--- src/rtl/arp_pkg.sv ---
package arp_pkg;
  typedef enum logic [2:0] {
    ST_ROOT     = 3'd0,
    ST_THIRD_UP = 3'd1,
    ST_FIFTH_UP = 3'd2,
    ST_UPPER    = 3'd3,
    ST_FIFTH_DN = 3'd4,
    ST_THIRD_DN = 3'd5
  } tone_e;

  localparam int unsigned OFS_MIN3 = 3;
  localparam int unsigned OFS_MAJ3 = 4;
  localparam int unsigned OFS_FIFTH = 7;
  localparam int unsigned OFS_SEV  = 11;
  localparam int unsigned OFS_OCT  = 12;
endpackage

--- src/rtl/arp_edge_sync.sv ---
module arp_edge_sync #(
  parameter int unsigned STAGES = 2
) (
  input  logic clk_i,
  input  logic rst_ni,
  input  logic pulse_i,
  output logic rise_o
);
  logic [STAGES-1:0] sync_q;
  logic              prev_q;

  generate
    if (STAGES == 1) begin : g_one
      always_ff @(posedge clk_i or negedge rst_ni)
        if (!rst_ni) sync_q <= '0;
        else         sync_q <= pulse_i;
    end else begin : g_chain
      always_ff @(posedge clk_i or negedge rst_ni)
        if (!rst_ni) sync_q <= '0;
        else         sync_q <= {sync_q[STAGES-2:0], pulse_i};
    end
  endgenerate

  always_ff @(posedge clk_i or negedge rst_ni)
    if (!rst_ni) prev_q <= 1'b0;
    else         prev_q <= sync_q[STAGES-1];

  assign rise_o = sync_q[STAGES-1] & ~prev_q;


  single_rise_chk: assert property (@(posedge clk_i) disable iff (!rst_ni)
    rise_o |=> !rise_o);
endmodule

--- src/rtl/arp_fsm.sv ---
module arp_fsm
  import arp_pkg::*;
(
  input  logic  clk_i,
  input  logic  rst_ni,
  input  logic  step_i,
  input  logic  third_en_i,
  input  logic  fifth_en_i,
  input  logic  upper_en_i,
  input  logic  descend_i,
  output tone_e state_o
);
  tone_e state_q, state_d, after_top;

  // descent entry once the highest enabled tone has been played
  always_comb begin
    if (descend_i && fifth_en_i)      after_top = ST_FIFTH_DN;
    else if (descend_i && third_en_i) after_top = ST_THIRD_DN;
    else                              after_top = ST_ROOT;
  end

  always_comb begin
    state_d = state_q;
    if (step_i) begin
      unique case (state_q)
        ST_ROOT:
          if (third_en_i)      state_d = ST_THIRD_UP;
          else if (fifth_en_i) state_d = ST_FIFTH_UP;
          else if (upper_en_i) state_d = ST_UPPER;
          else                 state_d = ST_ROOT;
        ST_THIRD_UP:
          if (fifth_en_i)      state_d = ST_FIFTH_UP;
          else if (upper_en_i) state_d = ST_UPPER;
          else                 state_d = ST_ROOT;
        ST_FIFTH_UP:
          if (upper_en_i)                   state_d = ST_UPPER;
          else if (descend_i && third_en_i) state_d = ST_THIRD_DN;
          else                              state_d = ST_ROOT;
        ST_UPPER:
          state_d = after_top;
        ST_FIFTH_DN:
          state_d = (descend_i && third_en_i) ? ST_THIRD_DN : ST_ROOT;
        default:
          state_d = ST_ROOT;
      endcase
    end
  end

  always_ff @(posedge clk_i or negedge rst_ni)
    if (!rst_ni) state_q <= ST_ROOT;
    else         state_q <= state_d;

  assign state_o = state_q;


  hold_without_step_chk: assert property (@(posedge clk_i) disable iff (!rst_ni)
    !step_i |=> $stable(state_q));

  legal_state_chk: assert property (@(posedge clk_i) disable iff (!rst_ni)
    state_q <= ST_THIRD_DN);

  idle_root_chk: assert property (@(posedge clk_i) disable iff (!rst_ni)
    (step_i && !third_en_i && !fifth_en_i && !upper_en_i) |=> state_q == ST_ROOT);

  wrap_after_top_chk: assert property (@(posedge clk_i) disable iff (!rst_ni)
    (step_i && !descend_i && state_q == ST_UPPER) |=> state_q == ST_ROOT);

  no_dn_in_asc_chk: assert property (@(posedge clk_i) disable iff (!rst_ni)
    (step_i && !descend_i) |=> !(state_q inside {ST_FIFTH_DN, ST_THIRD_DN}));
endmodule

--- src/rtl/arp_note.sv ---
module arp_note
  import arp_pkg::*;
#(
  parameter int unsigned NOTE_W = 7
) (
  input  logic [NOTE_W-1:0] root_i,
  input  tone_e             tone_i,
  input  logic              minor_i,
  input  logic              octave_i,
  output logic [NOTE_W-1:0] note_o
);
  localparam int unsigned SUM_W = NOTE_W + 1;
  localparam logic [SUM_W-1:0] NOTE_MAX = SUM_W'((1 << NOTE_W) - 1);

  logic [SUM_W-1:0] ofs, sum;

  always_comb begin
    unique case (tone_i)
      ST_THIRD_UP, ST_THIRD_DN: ofs = SUM_W'(minor_i ? OFS_MIN3 : OFS_MAJ3);
      ST_FIFTH_UP, ST_FIFTH_DN: ofs = SUM_W'(OFS_FIFTH);
      ST_UPPER:                 ofs = SUM_W'(octave_i ? OFS_OCT : OFS_SEV);
      default:                  ofs = '0;
    endcase
    sum = {1'b0, root_i} + ofs;
  end

  assign note_o = (sum > NOTE_MAX) ? NOTE_MAX[NOTE_W-1:0] : sum[NOTE_W-1:0];
endmodule

--- src/rtl/chord_arp.sv ---
module chord_arp
  import arp_pkg::*;
#(
  parameter int unsigned NOTE_W      = 7,
  parameter int unsigned SYNC_STAGES = 2
) (
  input  logic              clk_i,
  input  logic              rst_ni,
  input  logic              adv_i,
  input  logic [NOTE_W-1:0] root_i,
  input  logic              third_en_i,
  input  logic              fifth_en_i,
  input  logic              upper_en_i,
  input  logic              minor_i,
  input  logic              octave_i,
  input  logic              descend_i,
  output logic [2:0]        tone_o,
  output logic [NOTE_W-1:0] note_o
);
  logic  step;
  tone_e state;

  arp_edge_sync #(.STAGES(SYNC_STAGES)) u_sync (
    .clk_i  (clk_i),
    .rst_ni (rst_ni),
    .pulse_i(adv_i),
    .rise_o (step)
  );

  arp_fsm u_fsm (
    .clk_i     (clk_i),
    .rst_ni    (rst_ni),
    .step_i    (step),
    .third_en_i(third_en_i),
    .fifth_en_i(fifth_en_i),
    .upper_en_i(upper_en_i),
    .descend_i (descend_i),
    .state_o   (state)
  );

  arp_note #(.NOTE_W(NOTE_W)) u_note (
    .root_i  (root_i),
    .tone_i  (state),
    .minor_i (minor_i),
    .octave_i(octave_i),
    .note_o  (note_o)
  );

  assign tone_o = state;


  note_not_below_root_chk: assert property (@(posedge clk_i) disable iff (!rst_ni)
    note_o >= root_i);

  root_tone_note_chk: assert property (@(posedge clk_i) disable iff (!rst_ni)
    (tone_o == 3'd0) |-> note_o == root_i);
endmodule

--- config.mk ---
export PLATFORM = sky130hd
export DESIGN_NAME = chord_arp
export DESIGN_NICKNAME = d
export VERILOG_FILES = /design/src/rtl/arp_pkg.sv /design/src/rtl/arp_edge_sync.sv /design/src/rtl/arp_fsm.sv /design/src/rtl/arp_note.sv /design/src/rtl/chord_arp.sv
export SDC_FILE = /design/constraint.sdc
export NUM_CORES = 1
export LEC_CHECK = 0
export BUFFER_PORTS_ARGS = -buffer_cell sky130_fd_sc_hd__buf_4
export CAP_MARGIN = 10
export CORE_AREA = 2 2 39 41
export CTS_CLUSTER_SIZE = 20
export DETAILED_ROUTE_END_ITERATION = 10
export DIE_AREA = 0 0 41 43
export PLACE_DENSITY = 0.74
export REMOVE_ABC_BUFFERS = 1
export SYNTH_ARGS = -nofsm -noshare
export SYNTH_HDL_FRONTEND = slang
export SYNTH_SLANG_ARGS = --single-unit
--- constraint.sdc ---
create_clock -name clk_i -period 2.8 [get_ports clk_i]
set_input_delay 0.14 -clock clk_i [delete_from_list [all_inputs] [get_ports clk_i]]
set_output_delay 0.14 -clock clk_i [all_outputs]
set_load 0.02 [all_outputs]
======== After elaboration in Yosys (flattened, before gate mapping) ========
Cells that the tools add are included.
storage, ports and cells
  logic and storage cells ................. 28
  output and inout bits ................... 10
  flip-flop bits (word level) ............. 6
  input bits .............................. 16
operators by class
  reductions and logical operators ........ 5
  muxes and demuxes ....................... 11
  add/subtract/negate cells ............... 1
  bitwise gates (word level) .............. 2
  magnitude comparators ................... 1
  eq/ne operators ......................... 5
operators with widths
  cell                                                                    number
  8-bit case mux with 3 select lines                                      1
  3-bit two-way mux                                                       7
  3-bit case mux with 5 select lines                                      1
  7-bit by 8-bit adder with 8-bit output                                  1
  8-bit by 7-bit > comparator with 1-bit output (second input constant)   1
  7-bit two-way mux                                                       1
  3-bit by 2-bit equality test with 1-bit output (second input constant)  2
  3-bit equality test (second input constant)                             2
  2-bit OR reduction                                                      2
  3-bit by 1-bit equality test with 1-bit output (second input constant)  1
  3-bit zero test                                                         1
  1-bit logical AND                                                       2
  2-bit two-way mux                                                       1
  1-bit AND                                                               1
  1-bit inverter                                                          1

======== Depth between registers and ports, before layout ========
Gate-level depths: netlist (run 1).
  depth in word-level cells ............... 6
  depth in mapped cells ................... 10
  mapped depth without buffers ............ 10

======== Modules after synthesis ========
Synthesis (run 1) repeated with hierarchy kept, for this count alone.
unflattened totals
  cell total of the unflattened synthesis .. 87
  area total of the unflattened synthesis .. 729.4 um^2
by module, submodules not included
  module         seq. area each (um^2)  area each (um^2)  cells an instance  times used
  arp_note       0.0                    394.1             53                 1
  arp_fsm        75.1                   246.5             30                 1
  arp_edge_sync  75.1                   88.8              4                  1

======== Least setup slack after synthesis (run 1) ========
No wires, ideal clock.
  path type ............................... register to output
  start ................................... register u_fsm.state_q[0], in the netlist u_fsm.state_o[0]
  end ..................................... output note_o[6]
  required time ........................... 2.660 ns
  arrival ................................. 2.254 ns
  buffers on the path ..................... 1
  cell stages (with the launch flop) ...... 11
  slack ................................... 0.406 ns
  cells stage by stage .................... dfrtp_1 buf_2 nor2_1 a21oi_1 o21ai_0 ha_1 fa_1 nand3_1 nand2_1 a31oi_1 a31oi_1
between the ends
  longest elaborated chain between the ends .. 6
  elaborated cells between the ends (all ways) .. 11
  those cells by class .................... add/sub: 1; order compare: 1; eq/ne: 5; mux: 2; reduce/logical: 2
ends and longest elaborated chain
  what                                           RTL line         text
  start: declaration                             arp_fsm.sv:13    tone_e state_q, state_d, after_top;
  start signal: assignment                       arp_fsm.sv:51    else state_q <= state_d;
  3-bit equality test (tied with other cells)    arp_note.sv:18   unique case (tone_i)
  2-bit OR reduction                             arp_note.sv:18
  8-bit case mux with 3 select lines (*)         arp_note.sv:18
  7-bit by 8-bit adder with 8-bit output (*)     arp_note.sv:24   sum = {1'b0, root_i} + ofs;
  8-bit by 7-bit > comparator with 1-bit output  arp_note.sv:27   assign note_o = (sum > NOTE_MAX) ? NOTE_MAX[NOTE_W-1:0] : sum[NOTE_W-1:0];
  7-bit two-way mux (*)                          arp_note.sv:27
  end: declaration                               chord_arp.sv:18  output logic [NOTE_W-1:0] note_o
Every way passes the cells marked *; elsewhere a longest branch is shown, timed or not.

======== Worst setup path after layout (run 1) ========
Ends and elaborated chain as after synthesis.

==> flow_summary.yaml, run 1 <==
status:
  outcome: "completed"
power_and_ir_drop:
  internal_power_mw: 0.394
  p_sw_mw: 0.366
  p_sw_frac: 0.482
  peakVddDrop_uv: 452
  powerDensity_nw_per_um2: 951
  seq_power_share: 0.185
  p_comb_frac: 0.707
  clockPowerShare: 0.108
  leakagePower_nw: 0.401
drt:
  routed_wl_um: 1390
  route.antenna.remaining_nets: 0
  via_per_inst: 5.46
  first_iter_violations: 7
  drc: 0
  route.vias.total: 639
  wl_per_cell_um: 11.9
  drtPass1Iterations: 4
grt:
  antenna_found_initial: 0
  grt_max_degree: 14
  groute.usage.overall: 0.174
  grt-ovfl-total: 0
  grt_pass1_wl_um: 2210
  grt_pass1_vias: 600
timing:
  worstMarginPinSlew_ns: 0.378
  hold_violations: 0
  fmax_mhz: 391
  setup_tns_ns: 0
  slew_violations: 0
  setup_viol: 0
  rsz0062_at_grt: "no"
  min_period_ns: 2.56
  timing.final.crit_share: 0.914
  max_slew_margin: 0.748
  finClkSkew_ns: 0.00522
finish:
  area_growth_pct: 44.2
  final_cells: 117
  nNetsFinal: 124
  antenna_cells: 0
  final_cell_area_sq_um: 800
  drive_gt1_frac: 0.307
place:
  hpwl_um: 1080
  dp_cells: 112
  gp_congestion: 0.764
  placed_cell_area_sq_um: 757
  port_buffers: 25
worst_setup_path:
  cp_cell_sequence: "nor2_1 > a21oi_1 > o21ai_1 > ha_1 > fa_1 > nand3_1 > nand2_1 > a31oi_1 > a31oi_1 > buf_4"
  worstSetupStartpointType: "flip-flop"
  cp_common_cell: "a31oi_1"
  path_max_fanout: 13
  end_kind: "output pin"
  critPathArrivalTime_ns: 2.42
  cpPeakStageDelay_ns: 0.57
  path_class: "flip-flop to output pin"
  cp_slowest_cell: "dfrtp_1"
  cp.required_ns: 2.66
floorplan:
  die_x_um: 41
  dieArea_sq_um: 1760
  row_count: 14
  initial_core_util: 0.401
  core_region_area_sq_um: 1380
  die_height_um: 43
  io_pins: 26
clocking:
  post-cts-setup-buffers: 0
  h-tree-depth: 1
  clockBufferDepth: 2
  cts_buffers: 3
  numClockSinks: 6
  clk_latency_ns: 0.24
  tritoncts: "done"
  path_clk_slew_ns: 0.05
  cts-root-buf: "clkbuf_4"
worst_hold_path:
  hp-class: "primary input to flip-flop"
logic_synthesis:
  synth_area_per_cell_sq_um: 7.70
  seq_area_frac_synth: 0.271
  postSynthCellCount: 72
  synth_area_leader_cell: "dfrtp_1"
  synth_edf_count: 0
  yosys.cell_types.count: 28
  yosysWarnings: 0
  synthArstFlopShare: 1.00
  synth_top_area_frac: 0.271
  synth_top_cells_by_area: "dfrtp_1 27%, a21oi_1 9.9%, ha_1 9.0%"
  ys_seq_elements: 6
  synth_ff_type: "dfrtp_1"
  synth_area_sq_um: 554
flow_run:
  cap_violations: 0
==> logic make-up after synthesis <==
family | Yosys count | share of synthesized area
flip-flops | 6 | 0.271
buffers and inverters | 6 | 0.0429
XOR/XNOR | 2 | 0.0316
adder cells (fa/ha/maj) | 5 | 0.126
AND/OR/NAND/NOR | 25 | 0.214
AO/OA/AOI/OAI | 28 | 0.314
==> critical path: cells and delay by family, from the launching register on <==
family | cells | cell delay (ns)
adder cells (fa/ha/maj) | 2 | 0.67
buffers and inverters | 1 | 0.16
flip-flops | 1 | 0.57
AO/OA/AOI/OAI | 4 | 0.48
AND/OR/NAND/NOR | 3 | 0.30
==> worst paths after layout <==
kind | startpoint | end | cells past startpoint | slack, ns
setup reg to reg | u_fsm.state_o[0]$_DFFE_PN0P_ | u_fsm.state_o[0]$_DFFE_PN0P_ | 4 | 1.40
hold reg to reg | u_sync.sync_q[0]$_DFF_PN0_ | u_sync.sync_q[1]$_DFF_PN0_ | 0 | 0.37
min in group asynchronous | rst_ni | u_sync.sync_q[0]$_DFF_PN0_ | 2 | 0.25
max in group asynchronous | rst_ni | u_fsm.state_o[1]$_DFFE_PN0P_ | 2 | 2.43
hold / removal | descend_i | u_fsm.state_o[2]$_DFFE_PN0P_ | 3 | 0.21
setup / recovery | u_fsm.state_o[0]$_DFFE_PN0P_ | note_o[6] | 10 | 0.24
==> through the flow <==
stage                     hold slack, ns  total power [mW]  utilization  setup WS [ns]
after floorplan                   -0.156             0.486            -          0.417
after global placement           -0.0530             0.666        0.547          0.521
after detailed placement         -0.0494             0.677        0.547          0.422
after CTS                          0.202             0.762        0.578          0.147
after global routing               0.217             0.837        0.578       0.000894
final                              0.209             0.760        0.578          0.241
==> power by group through the flow <==
stage	Sequential (mW)	Clock, mW	Combinational (mW)
floorplan	0.149	0	0.337
global placement	0.139	0	0.527
detailed placement	0.140	0	0.537
CTS	0.139	0.0819	0.541
global route	0.144	0.0906	0.602
finish	0.141	0.0820	0.537
==> placed cells by master, fill, tap and decap left out, drive strengths merged, types with 2 or more instances in the layout <==
cell type | synthesis | routed
buf | 1 | 25
o21ai | 6 | 6
inv | 5 | 5
xnor2 | 2 | 2
nand2 | 11 | 11
nand3 | 2 | 2
nand2b | 3 | 3
nor2 | 3 | 3
clkbuf | 0 | 3
dlygate4sd3 | 0 | 2
dfrtp | 6 | 6
nor3 | 2 | 2
a21oi | 11 | 11
ha | 4 | 4
a31oi | 3 | 3
==> flip-flops by register name, summed over array words and instances, names as in the netlist <==
name	flops
u_fsm.state_o	3
u_sync.prev_q	1
u_sync.sync_q	2
==> Yosys cell counts, types with 2 or more instances <==
library cell   n
nand2_1       11
nor2_1         3
xnor2_1        2
a31oi_1        3
inv_1          4
nor3_1         2
nand2b_1       3
o21ai_0        5
ha_1           4
dfrtp_1        6
nand3_1        2
a21oi_1       11
==> per-layer routing <==
| metal | global-route usage | vias to the layer above | part of all wire |
|---|---|---|---|
| met2 | 0.291 | 32 | 0.48 |
| met3 | 0.0366 | 4 | 0.066 |
| li1 | - | 322 | - |
| met4 | 0.0533 | 0 | 0.021 |
| met1 | 0.213 | 281 | 0.43 |
| met5 | 0 | - | 0 |
==> area by class of cell <==
cell class	instances	area, sq um
inverter	5	18.8
multi-input combinational	60	380
timing repair buffer	27	208
tap	16	20.0
fill	130	584
sequential	6	150
clock buffer	3	22.5
==> repair_timing <==
| action | CTS | global route |
|---|---|---|
| endpoints found under the hold margin | 7 | 0 |
| setup endpoints to repair | 0 | 4 |
| hold buffers | 2 | 0 |
| gates resized for setup | 0 | 1 |
Power figures use the tool's default switching activity.
==> run 2: changes to the inputs <==
Settings changed: PLACE_DENSITY 0.74 to default, PLACE_DENSITY_LB_ADDON from default to 0.08.
Clock period 2.8 ns to 2.96 ns, I/O delays scaled along.
==> flow_summary.yaml, run 2 (synthesis gave the netlist of run 1 again) <==
status:
  outcome: "completed"
place:
  hpwl_um: 1050
  post-place-ws_ns: 0.578
  port_buffers: 25
  gp_congestion: 0.766
  placed_cell_area_sq_um: 757
finish:
  antenna_cells: 0
  final_cell_area_sq_um: 800
  fillers: 157
  nNetsFinal: 124
  seq_area_sq_um: 150
  postLayoutCoreUtil: 0.578
  layout_commonest_cell: "buf_4"
  multi_input_area_sq_um: 380
  drive_gt1_frac: 0.307
  largest_reg_flops: 3
  layout_common_cells: "25 x buf_4, 11 x a21oi_1, 11 x nand2_1"
  area_growth_pct: 44.2
floorplan:
  io_pins: 26
  die_x_um: 41
  row_count: 14
  initial_core_util: 0.401
  die_height_um: 43
  core_region_area_sq_um: 1380
  dieArea_sq_um: 1760
power_and_ir_drop:
  total_power_mw: 0.712
  leakagePower_nw: 0.401
  powerDensity_nw_per_um2: 891
  peakVddDrop_uv: 348
clocking:
  clockBufferDepth: 2
  tritoncts: "done"
  h-tree-depth: 1
  cts-root-buf: "clkbuf_4"
  post-cts-setup-buffers: 0
  clk_latency_ns: 0.24
  path_clk_slew_ns: 0.05
  cts_resized: 0
  numClockSinks: 6
  cts_buffers: 3
drt:
  first_iter_violations: 3
  route.antenna.remaining_nets: 0
  wl_per_cell_um: 10.8
  route.vias.total: 619
  routed_wl_um: 1270
  drc: 0
  drtPass1Iterations: 4
  via_per_inst: 5.29
grt:
  grt-ovfl-total: 0
  antenna_found_initial: 0
  grt_pass1_vias: 519
  grt_max_degree: 14
  groute.usage.overall: 0.174
  grt_pass1_wl_um: 2070
worst_setup_path:
  cp.required_ns: 2.81
  worstSetupStartpointType: "flip-flop"
  path_class: "flip-flop to output pin"
  critPathArrivalTime_ns: 2.48
  end_kind: "output pin"
  path_max_fanout: 13
timing:
  finClkSkew_ns: 0.00329
  fmax_mhz: 380
  worstMarginPinSlew_ns: 0.409
  max_slew_margin: 0.724
  min_period_ns: 2.63
  hold_violations: 0
  slew_violations: 0
  setup_viol: 0
  setup_tns_ns: 0
  rsz0062_at_grt: "no"
  worst_slack_ns: 0.331
  timing.final.crit_share: 0.888
worst_hold_path:
  hp-class: "primary input to flip-flop"
flow_run:
  cap_violations: 0
-- run 2: cell types whose count changed in the layout (fill, tap and decap cells not counted) --
cell / previous run / this run
o21ai_1: 2 / 1
o21ai_0: 4 / 5
-- run 2: area by class of cell --
type	count	share of cell area
Tap cell	16	0.0250
Inverter	5	0.0235
Sequential cell	6	0.188
Multi-Input combinational cell	60	0.476
Timing Repair Buffer	27	0.260
Clock buffer	3	0.0282
-- run 2: stage by stage --
stage | cells | hold WS [ns]
after global routing | 117 | 0.218
after CTS | 116 | 0.00814
final | 117 | 0.196
after detailed placement | 112 | -0.0426
after floorplan | 71 | -0.148
after global placement | 112 | -0.0433
-- run 2: power breakdown --
group	switching [mW]	internal, mW
clock	0.0303	0.0459
combinational	0.275	0.228
sequential	0.0349	0.0974
total	0.341	0.372
-- run 2: worst paths after layout --
| path | from | end | slack (ns) | cells past startpoint |
|---|---|---|---|---|
| setup / recovery | u_fsm.state_o[0]$_DFFE_PN0P_ | note_o[6] | 0.33 | 10 |
| hold / removal | descend_i | u_fsm.state_o[2]$_DFFE_PN0P_ | 0.20 | 3 |
| min in group asynchronous | rst_ni | u_fsm.state_o[2]$_DFFE_PN0P_ | 0.24 | 2 |
| setup reg to reg | u_fsm.state_o[0]$_DFFE_PN0P_ | u_fsm.state_o[0]$_DFFE_PN0P_ | 1.60 | 4 |
| max in group asynchronous | rst_ni | u_sync.sync_q[1]$_DFF_PN0_ | 2.60 | 2 |
| hold reg to reg | u_sync.sync_q[0]$_DFF_PN0_ | u_sync.sync_q[1]$_DFF_PN0_ | 0.35 | 0 |
-- run 2: timing repair --
item | 4_1_cts | 5_1_grt
hold buffers | 1 | 1
setup endpoints to repair | 0 | 0
endpoints found under the hold margin | 6 | 1
-- run 2: routing by layer --
layer	wire, um	share of wire	up-vias	track usage
li1	-	-	324	-
met3	89	0.070	2	0.0628
met1	596	0.47	271	0.237
met2	566	0.45	22	0.247
met4	13	0.010	0	0.0600
met5	0	0	-	0
-- run 2: worst max-delay path, stage by stage (launching register included) --
cell and delay [ns]:
dfrtp_1 0.56, nor2_1 0.10, a21oi_1 0.12, o21ai_0 0.17
ha_1 0.28, fa_1 0.41, nand3_1 0.11, nand2_1 0.09
a31oi_1 0.18, a31oi_1 0.06, buf_4 0.16
==> run 3: changes to the inputs <==
Clock period 2.96 ns to 2.5 ns, I/O delays scaled along.
==> flow_summary.yaml, run 3 (synthesis gave the netlist of run 1 again) <==
floorplan:
  die_height_um: 43
  dieArea_sq_um: 1760
  die_x_um: 41
  core_region_area_sq_um: 1380
  row_count: 14
  initial_core_util: 0.401
  io_pins: 26
grt:
  grt_max_degree: 9
  grt_pass1_vias: 564
  antenna_found_initial: 0
  grt-ovfl-total: 0
  groute.usage.overall: 0.180
  grt_pass1_wl_um: 2200
timing:
  slew_violations: 0
  setup_viol: 0
  timing.final.crit_share: 0.921
  rsz0062_at_grt: "no"
  worstMarginPinSlew_ns: 0.335
  fin_hold_ws_ns: 0.192
  hold_violations: 0
  min_period_ns: 2.30
  finClkSkew_ns: 0.000643
  fmax_mhz: 434
  setup_tns_ns: 0
  max_slew_margin: 0.775
clocking:
  clockBufferDepth: 2
  path_clk_slew_ns: 0.04
  cts_buffers: 3
  clk_latency_ns: 0.24
  numClockSinks: 6
  cts-root-buf: "clkbuf_4"
  tritoncts: "done"
  post-cts-setup-buffers: 0
  h-tree-depth: 1
worst_setup_path:
  end_kind: "output pin"
  path_class: "flip-flop to output pin"
  cp_cell_sequence: "inv_2 > nor2_1 > a21oi_1 > o21ai_1 > ha_1 > a21o_1 > a21oi_1 > nor2_1 > a22oi_1 > buf_4"
  cp_slowest_cell: "dfrtp_2"
  r2r_cells: 5
  path_max_fanout: 5
  cpPeakStageDelay_ns: 0.40
  cp_top_family: "compound AO/OA/AOI/OAI gates"
  critPathBufInv: 2
  r2r_slack_ns: 1.13
  r2r_start: "u_fsm.state_o[0]$_DFFE_PN0P_"
  cp.required_ns: 2.38
  critPathArrivalTime_ns: 2.18
  worstSetupStartpointType: "flip-flop"
  r2r-end: "u_fsm.state_o[0]$_DFFE_PN0P_"
drt:
  wl_met2_um: 659
  first_iter_violations: 12
  drc: 0
  wl_per_cell_um: 11.3
  highest_layer: "met3"
  routed_wl_um: 1350
  drtPass1Iterations: 4
  via_per_inst: 5.26
  met1_length_um: 628
  route.antenna.remaining_nets: 0
  route.vias.total: 631
  route.met3.wl_um: 65
worst_hold_path:
  hold_end: "u_fsm.state_o[2]$_DFFE_PN0P_"
  hold_depth: 3
  hp-class: "primary input to flip-flop"
  min_from: "descend_i"
finish:
  layout_commonest_cell: "buf_4"
  fillers: 140
  seq_area_sq_um: 151
  largest_reg_flops: 3
  multi_input_area_sq_um: 390
  nNetsFinal: 127
  layout_common_cells: "28 x buf_4, 11 x a21oi_1, 11 x nand2_1"
  antenna_cells: 0
  area_growth_pct: 50.3
  drive_gt1_frac: 0.375
place:
  hpwl_um: 1080
  port_buffers: 25
  gp_congestion: 0.752
status:
  outcome: "completed"
flow_run:
  cap_violations: 0
power_and_ir_drop:
  total_power_mw: 0.892
  powerDensity_nw_per_um2: 1070
  leakagePower_nw: 0.411
  peakVddDrop_uv: 418
[run 3: tightest hold or removal path, delay by kind of cell]
| kind | cells | cell delay, ns |
|---|---|---|
| compound gates | 2 | 0.15 |
| buf+inv | 1 | 0.11 |
[run 3: metal layers]
layer,GRT usage,vias to the layer above
li1,-,328
met1,0.242,285
met2,0.278,18
met3,0.0471,0
met4,0.0400,0
met5,0,-
[run 3: power by group]
group / internal, mW / switching (mW) / total, mW
logic: 0.303 / 0.364 / 0.667
clock network: 0.0542 / 0.0327 / 0.0868
registers: 0.116 / 0.0217 / 0.138
total: 0.473 / 0.418 / 0.892
[run 3: worst max-delay path by stage]
stage,startpoint,cells past startpoint,end
after floorplan,u_fsm.state_o[2]$_DFFE_PN0P_,10,note_o[6]
after global placement,u_fsm.state_o[2]$_DFFE_PN0P_,11,note_o[6]
after detailed placement,u_fsm.state_o[2]$_DFFE_PN0P_,11,note_o[6]
after CTS,u_fsm.state_o[2]$_DFFE_PN0P_,11,note_o[6]
after global routing,u_fsm.state_o[2]$_DFFE_PN0P_,11,note_o[6]
final,u_fsm.state_o[2]$_DFFE_PN0P_,10,note_o[3]
[run 3: per-stage QoR]
stage,utilization,cells,area (sq um),setup WS [ns]
final,0.602,120,833,0.198
after global routing,0.602,120,833,0.0423
after CTS,0.596,120,825,0.0600
after detailed placement,0.563,115,779,0.253
after global placement,0.563,115,779,0.305
after floorplan,-,71,549,0.132
[run 3: cell type report]
type / count / area share
inverters: 5 / 0.0225
repair buffers: 30 / 0.276
clock buffers: 3 / 0.0270
well taps: 16 / 0.0240
flip-flops and latches: 6 / 0.182
multi-input cells: 60 / 0.468
[run 3: timing repair]
action                     in CTS  in global routing
resized for setup               2                  4
hold buffers                    2                  0
hold endpoints to repair        7                  0
setup endpoints to repair       1                  3
pin swaps                       0                  1
